**config.mk**
```make
export PLATFORM = sky130hd
export DESIGN_NAME = btree_node_search
export DESIGN_NICKNAME = d
export VERILOG_FILES = /design/src/rtl/btree_node_search.sv
export SDC_FILE = /design/constraint.sdc
export NUM_CORES = 1
export LEC_CHECK = 0
export ABC_AREA = 0
export BUFFER_PORTS_ARGS = -buffer_cell sky130_fd_sc_hd__buf_2
export CELL_PAD_IN_SITES_DETAIL_PLACEMENT = 0
export CELL_PAD_IN_SITES_GLOBAL_PLACEMENT = 1
export CORE_MARGIN = 2
export CORE_UTILIZATION = 21
export DETAILED_ROUTE_END_ITERATION = 8
export PLACE_DENSITY_LB_ADDON = 0.1
export SYNTH_ARGS = -nofsm -noshare
export SYNTH_HDL_FRONTEND = slang
export SYNTH_SLANG_ARGS = --single-unit
```
**constraint.sdc**
```tcl
create_clock -name vclk -period 2.25
set_clock_uncertainty 0.2 [all_clocks]
set_input_delay 0.3375 -clock vclk [all_inputs]
set_output_delay 0.3375 -clock vclk [all_outputs]
set_load 0.03 [all_outputs]
```
**src/rtl/btree_node_search.sv**
```systemverilog
module btree_node_search #(
  parameter int SLOTS = 3,
  parameter int W     = 3
) (
  input  logic [W-1:0]       find_key,
  input  logic [SLOTS-1:0]   slot_en,
  input  logic [SLOTS*W-1:0] slot_keys,
  input  logic [SLOTS*W-1:0] slot_data,
  input  logic [SLOTS*W-1:0] slot_links,
  input  logic [W-1:0]       top_link,
  output logic [SLOTS-1:0]   match_mask,
  output logic               found,
  output logic [W-1:0]       found_data,
  output logic [SLOTS-1:0]   above_mask,
  output logic               more_found,
  output logic [W-1:0]       next_link
);

  logic [SLOTS-1:0] bigger;
  logic [SLOTS:0]   seen;
  logic [W-1:0]     data_acc [SLOTS+1];
  logic [W-1:0]     link_acc [SLOTS+1];

  assign seen[0]     = 1'b0;
  assign data_acc[0] = '0;
  assign link_acc[0] = '0;

  for (genvar g = 0; g < SLOTS; g++) begin : g_slot
    logic [W-1:0] key;
    assign key           = slot_keys[g*W +: W];
    assign match_mask[g] = slot_en[g] && (key == find_key);
    assign bigger[g]     = slot_en[g] && (key > find_key);
    assign seen[g+1]     = seen[g] | bigger[g];
    assign above_mask[g] = bigger[g] & ~seen[g];
    assign data_acc[g+1] = data_acc[g] | (slot_data[g*W +: W]  & {W{match_mask[g]}});
    assign link_acc[g+1] = link_acc[g] | (slot_links[g*W +: W] & {W{above_mask[g]}});
  end

  assign found      = |match_mask;
  assign found_data = data_acc[SLOTS];
  assign more_found = seen[SLOTS];
  assign next_link  = link_acc[SLOTS] | (top_link & {W{~more_found}});

  always_comb begin

    match_onehot_chk: assert ($onehot0(match_mask));

    above_onehot_chk: assert ($onehot0(above_mask));

    miss_zero_chk: assert (found || found_data == '0);

    top_fallback_chk: assert (more_found || next_link == top_link);

    more_mask_chk: assert (more_found == (above_mask != '0));

    enabled_only_chk: assert (((match_mask | above_mask) & ~slot_en) == '0);
  end

endmodule

```
# Word level (Yosys, flattened, before mapping)
# Index checks and enable logic that the tools add are counted.
dict set report word_totals {
  ff_bits 0
  latch_bits 0
  ramBits 0
  rom_bits 0
  inputBits 36
  output_inout_bits 14
  word_cells 32
  memories 0
}
dict set report op_classes {
  addsub 0
  n_mul 0
  div_mod_pow 0
  order_cmp 3
  n_eq_ne 3
  shift 0
  muxes 0
  bitwise 19
  n_reduce_logical 7
}
# op n
set op_table {}
lappend op_table {{$and 3x3->3} 7}
lappend op_table {{$or 3x3->3} 5}
lappend op_table {{$eq 3x3->1} 3}
lappend op_table {{$gt 3x3->1} 3}
lappend op_table {{$logic_and 1x1->1} 6}
lappend op_table {{$not 1->1} 3}
lappend op_table {{$reduce_or 3->1} 1}
lappend op_table {{$and 1x1->1} 2}
lappend op_table {{$or 1x1->1} 2}

# Depth between registers and ports, before layout
dict set report depth {
  word_depth 8
  depth_mapped 7
  mapped_depth_nobuf 7
}

# Least setup slack after synthesis
# OpenSTA, ideal clock, no wires.
dict set report synth_path {
  path_type {input -> output}
  startpoint {input port find_key[1]}
  endpoint {output port next_link[0]}
  arrival_time_ps 2187
  t_required_ps 1712
  slack_ps -474
  cell_stages 7
  path_buffers 0
  cell_sequence {inv_1 -> ha_1 -> nor2b_1 -> o21a_1 -> o21ai_1 -> inv_1 -> o31ai_1}
}
dict set report synth_via {
  elab_chain_len 8
  word_cells_on_any_way 20
  cone_classes {order compare (3); bitwise (14); reduce/logical (3)}
}
# element line
set synth_rtl {}
lappend synth_rtl {{start, declared} 5} ;# input logic [W-1:0] find_key,
lappend synth_rtl {{$gt 3x3->1 (*)} 32} ;# assign bigger[g] = slot_en[g] && (key > find_key);
lappend synth_rtl {{$logic_and 1x1->1 (*)} 32}
lappend synth_rtl {{net above_mask[0]} 14} ;# output logic [SLOTS-1:0] above_mask,
lappend synth_rtl {{$not 1->1 or $or 1x1->1 (tied branches)} {34, 33}}
lappend synth_rtl {{$and 1x1->1 or $not 1->1 (tied branches)} 34} ;# assign above_mask[g] = bigger[g] & ~seen[g];
lappend synth_rtl {{$and 3x3->3 or $and 1x1->1 (tied branches)} {36, 34}}
lappend synth_rtl {{$or 3x3->3 or $and 3x3->3 (tied branches)} 36} ;# assign link_acc[g+1] = link_acc[g] | (slot_links[g*W +: W] & {W{above_mask[g]}});
lappend synth_rtl {{$or 3x3->3} 36}
lappend synth_rtl {{$or 3x3->3 (*)} 42} ;# assign next_link = link_acc[SLOTS] | (top_link & {W{~more_found}});
lappend synth_rtl {{end, declared} 16} ;# output logic [W-1:0] next_link
# The timed path passes the listed nets; every way through them passes the cells marked *.

# Worst setup path after layout
dict set report layout_path {
  startpoint {input port find_key[1]}
  endpoint {output port next_link[1]}
}
dict set report layout_via {
  elab_chain_len 8
  word_cells_on_any_way 20
  cone_classes {order compare (3); bitwise (14); reduce/logical (3)}
}
# element line
set layout_rtl {}
lappend layout_rtl {{$gt 3x3->1} 32}
lappend layout_rtl {{$logic_and 1x1->1} 32}
lappend layout_rtl {{$not 1->1 or $or 1x1->1 (tied branches)} {34, 33}}
lappend layout_rtl {{$and 1x1->1 or $not 1->1 (tied branches)} 34}
lappend layout_rtl {{$and 3x3->3 or $and 1x1->1 (tied branches)} {36, 34}}
lappend layout_rtl {{$or 3x3->3 or $and 3x3->3 (tied branches)} 36}
lappend layout_rtl {{$or 3x3->3} 36}
lappend layout_rtl {{$or 3x3->3 (*)} 42}
# Mark *: on every way between the ends. The rest lies on a longest branch, timed or not.

==> metrics <==
WL final 1.73 mm; Die Span Y 49.3 um; FF+latch count 0; hold slack 0.802 ns; register area 0 um^2; Internal 0.000174 W; grt ovf 0; Synthesis Warnings 0; library cells used by synthesis 23; Setup CP Type input pin to primary output; Worst Setup End Kind primary output; most common cell after layout, fill and taps aside buf_2; setup TNS -0.546 ns; RSZ-0062 raised after global routing yes; share of layout cells above drive strength 1 0.724; initial drt markers 7; commonest non-fill, non-tap cells in the layout buf_2, buf_4, inv_1, buf_6, nor2_2; critical path data required time 1.71 ns; antenna violations before repair 0; CP bufs+invs 3; routability congestion estimate 0.682; Vias 706; final hold vios 0; # rows 16; CP Cell Sequence buf_8 -> inv_6 -> ha_4 -> nand3b_1 -> a211o_4 -> a221oi_4 -> o31ai_4 -> buf_6; Relative slew margins 0.809; max frequency 0.420 GHz; switch share 0.507; Leak 0.578 nW; Switch Pwr 0.000179 W; CP max FO 5; CP top delay family compound AO/OA/AOI/OAI gates; pre-CTS setup slack -0.287 ns; Synth Cell Area 430 um^2; setup ws final -0.133 ns; pin count of the biggest net entering global routing 7; DIE WIDTH 49.3 um; DRT antenna net count 0; port buffer count 50; Final Critical Period 2.38 ns; Hold Crit Endpoint found_data[2]; Via density 4.58; Yosys top cell area share 0.262; Peak VDD IR 0.164 mV; Final Max Tran Viols 0; hold bufs inserted after CTS 0; Worst Hold Depth 4; clock buf count 0; first-pass GRT wire length 2.86 mm; I/O pins 50; antenna cells 0; Placeable Area 1940 um^2; Clk pwr share 0; pwr dens 313 nW/um^2; Final Cell Area 1130 um^2; WL per Instance 11.2 um; largest area contributor in the netlist ha_1; NumNets Final 174; Hold Path Origin slot_data[8]; # Max-Cap Violations 0; Mapped Cells 62; top cells by area, synth ha_1, inv_1, a222oi_1; failing checks negative setup slack; vias in the first global route 646; Largest stage delay, worst path 0.42 ns; Syn-to-layout area delta 162%; Placed Instance Area 907 um^2; Worst Max-Slew Pin Slew 0.285 ns; aggregate global-route resource usage 0.145; final setup violation count 6; syn nets 107; DRC 0; DR pass1 iterations 5; part of the power in registers 0; Max stage delay cell, worst path a211o_4; Hold WC Path Type input pin to primary output; outcome finished, violations left; total power 0.000353 W; syn avg cell area 6.94 um^2; power share of the combinational group 1.000; Critical Path Start Type input pin; Initial Utilization 0.222; CP Data Arrival Time 1.85 ns; die area 2430 um^2; period utilization 1.06; DP HPWL 1.47 mm; sequential area share after synthesis 0
area by class of cell:
type                       instances  area [um^2]
fill                             191          813
multi-input combinational         50          601
timing repair buffer              65          439
inverter                          12         55.1
tap                               27         33.8
worst max path at each step:
stage	start	end	depth (start not counted)
detailed placement	find_key[2]	next_link[1]	8
finish	find_key[1]	next_link[1]	8
CTS	find_key[2]	next_link[2]	8
global route	find_key[1]	next_link[1]	8
floorplan	find_key[2]	next_link[0]	6
global placement	find_key[2]	next_link[2]	8
per-layer routing:
layer | wire (um) | GRT usage | vias to the layer above
li1 | - | - | 373
met1 | 741 | 0.187 | 307
met2 | 862 | 0.273 | 26
met3 | 125 | 0.0123 | 0
met4 | 0 | 0 | 0
met5 | 0 | 0 | -
per-stage QoR:
| stage | instances | utilization |
|---|---|---|
| final | 154 | 0.581 |
| after detailed placement | 151 | 0.467 |
| after global placement | 151 | 0.467 |
| after global routing | 154 | 0.581 |
| after CTS | 153 | 0.566 |
| after floorplan | 62 | - |
synth_stat cells, drive strengths merged, types with 3 or more instances:
cell    number
o211ai       4
a221oi       3
nor2         7
inv         12
o31ai        3
nand3        4
ha           9
a222oi       3
and3         4
power groups by stage:
stage	clock, W	sequential (W)	combinational [W]
2_1_floorplan	0	0	0.000175
3_3_place_gp	0	0	0.000274
3_5_place_dp	0	0	0.000276
4_1_cts	0	0	0.000347
5_1_grt	0	0	0.000383
6_report	0	0	0.000353
logic make-up (layout without fill, tap and decap cells):
family,count (synthesis),after routing,share of synthesized area
simple gates,22,22,0.279
compound gates,19,19,0.355
buf+inv,12,77,0.105
fa+ha+maj,9,9,0.262
tightest hold or removal path: cells and delay by family:
family	cells	cell delay (ns)
buffers and inverters	3	0.28
AO/OA/AOI/OAI	1	0.05
what timing repair did:
action	4_1_cts	5_1_grt
resized for setup	35	10
setup endpoints to repair	10	11
setup buffers	2	1
pin swaps	13	7
(Power assumes the default switching activity.)
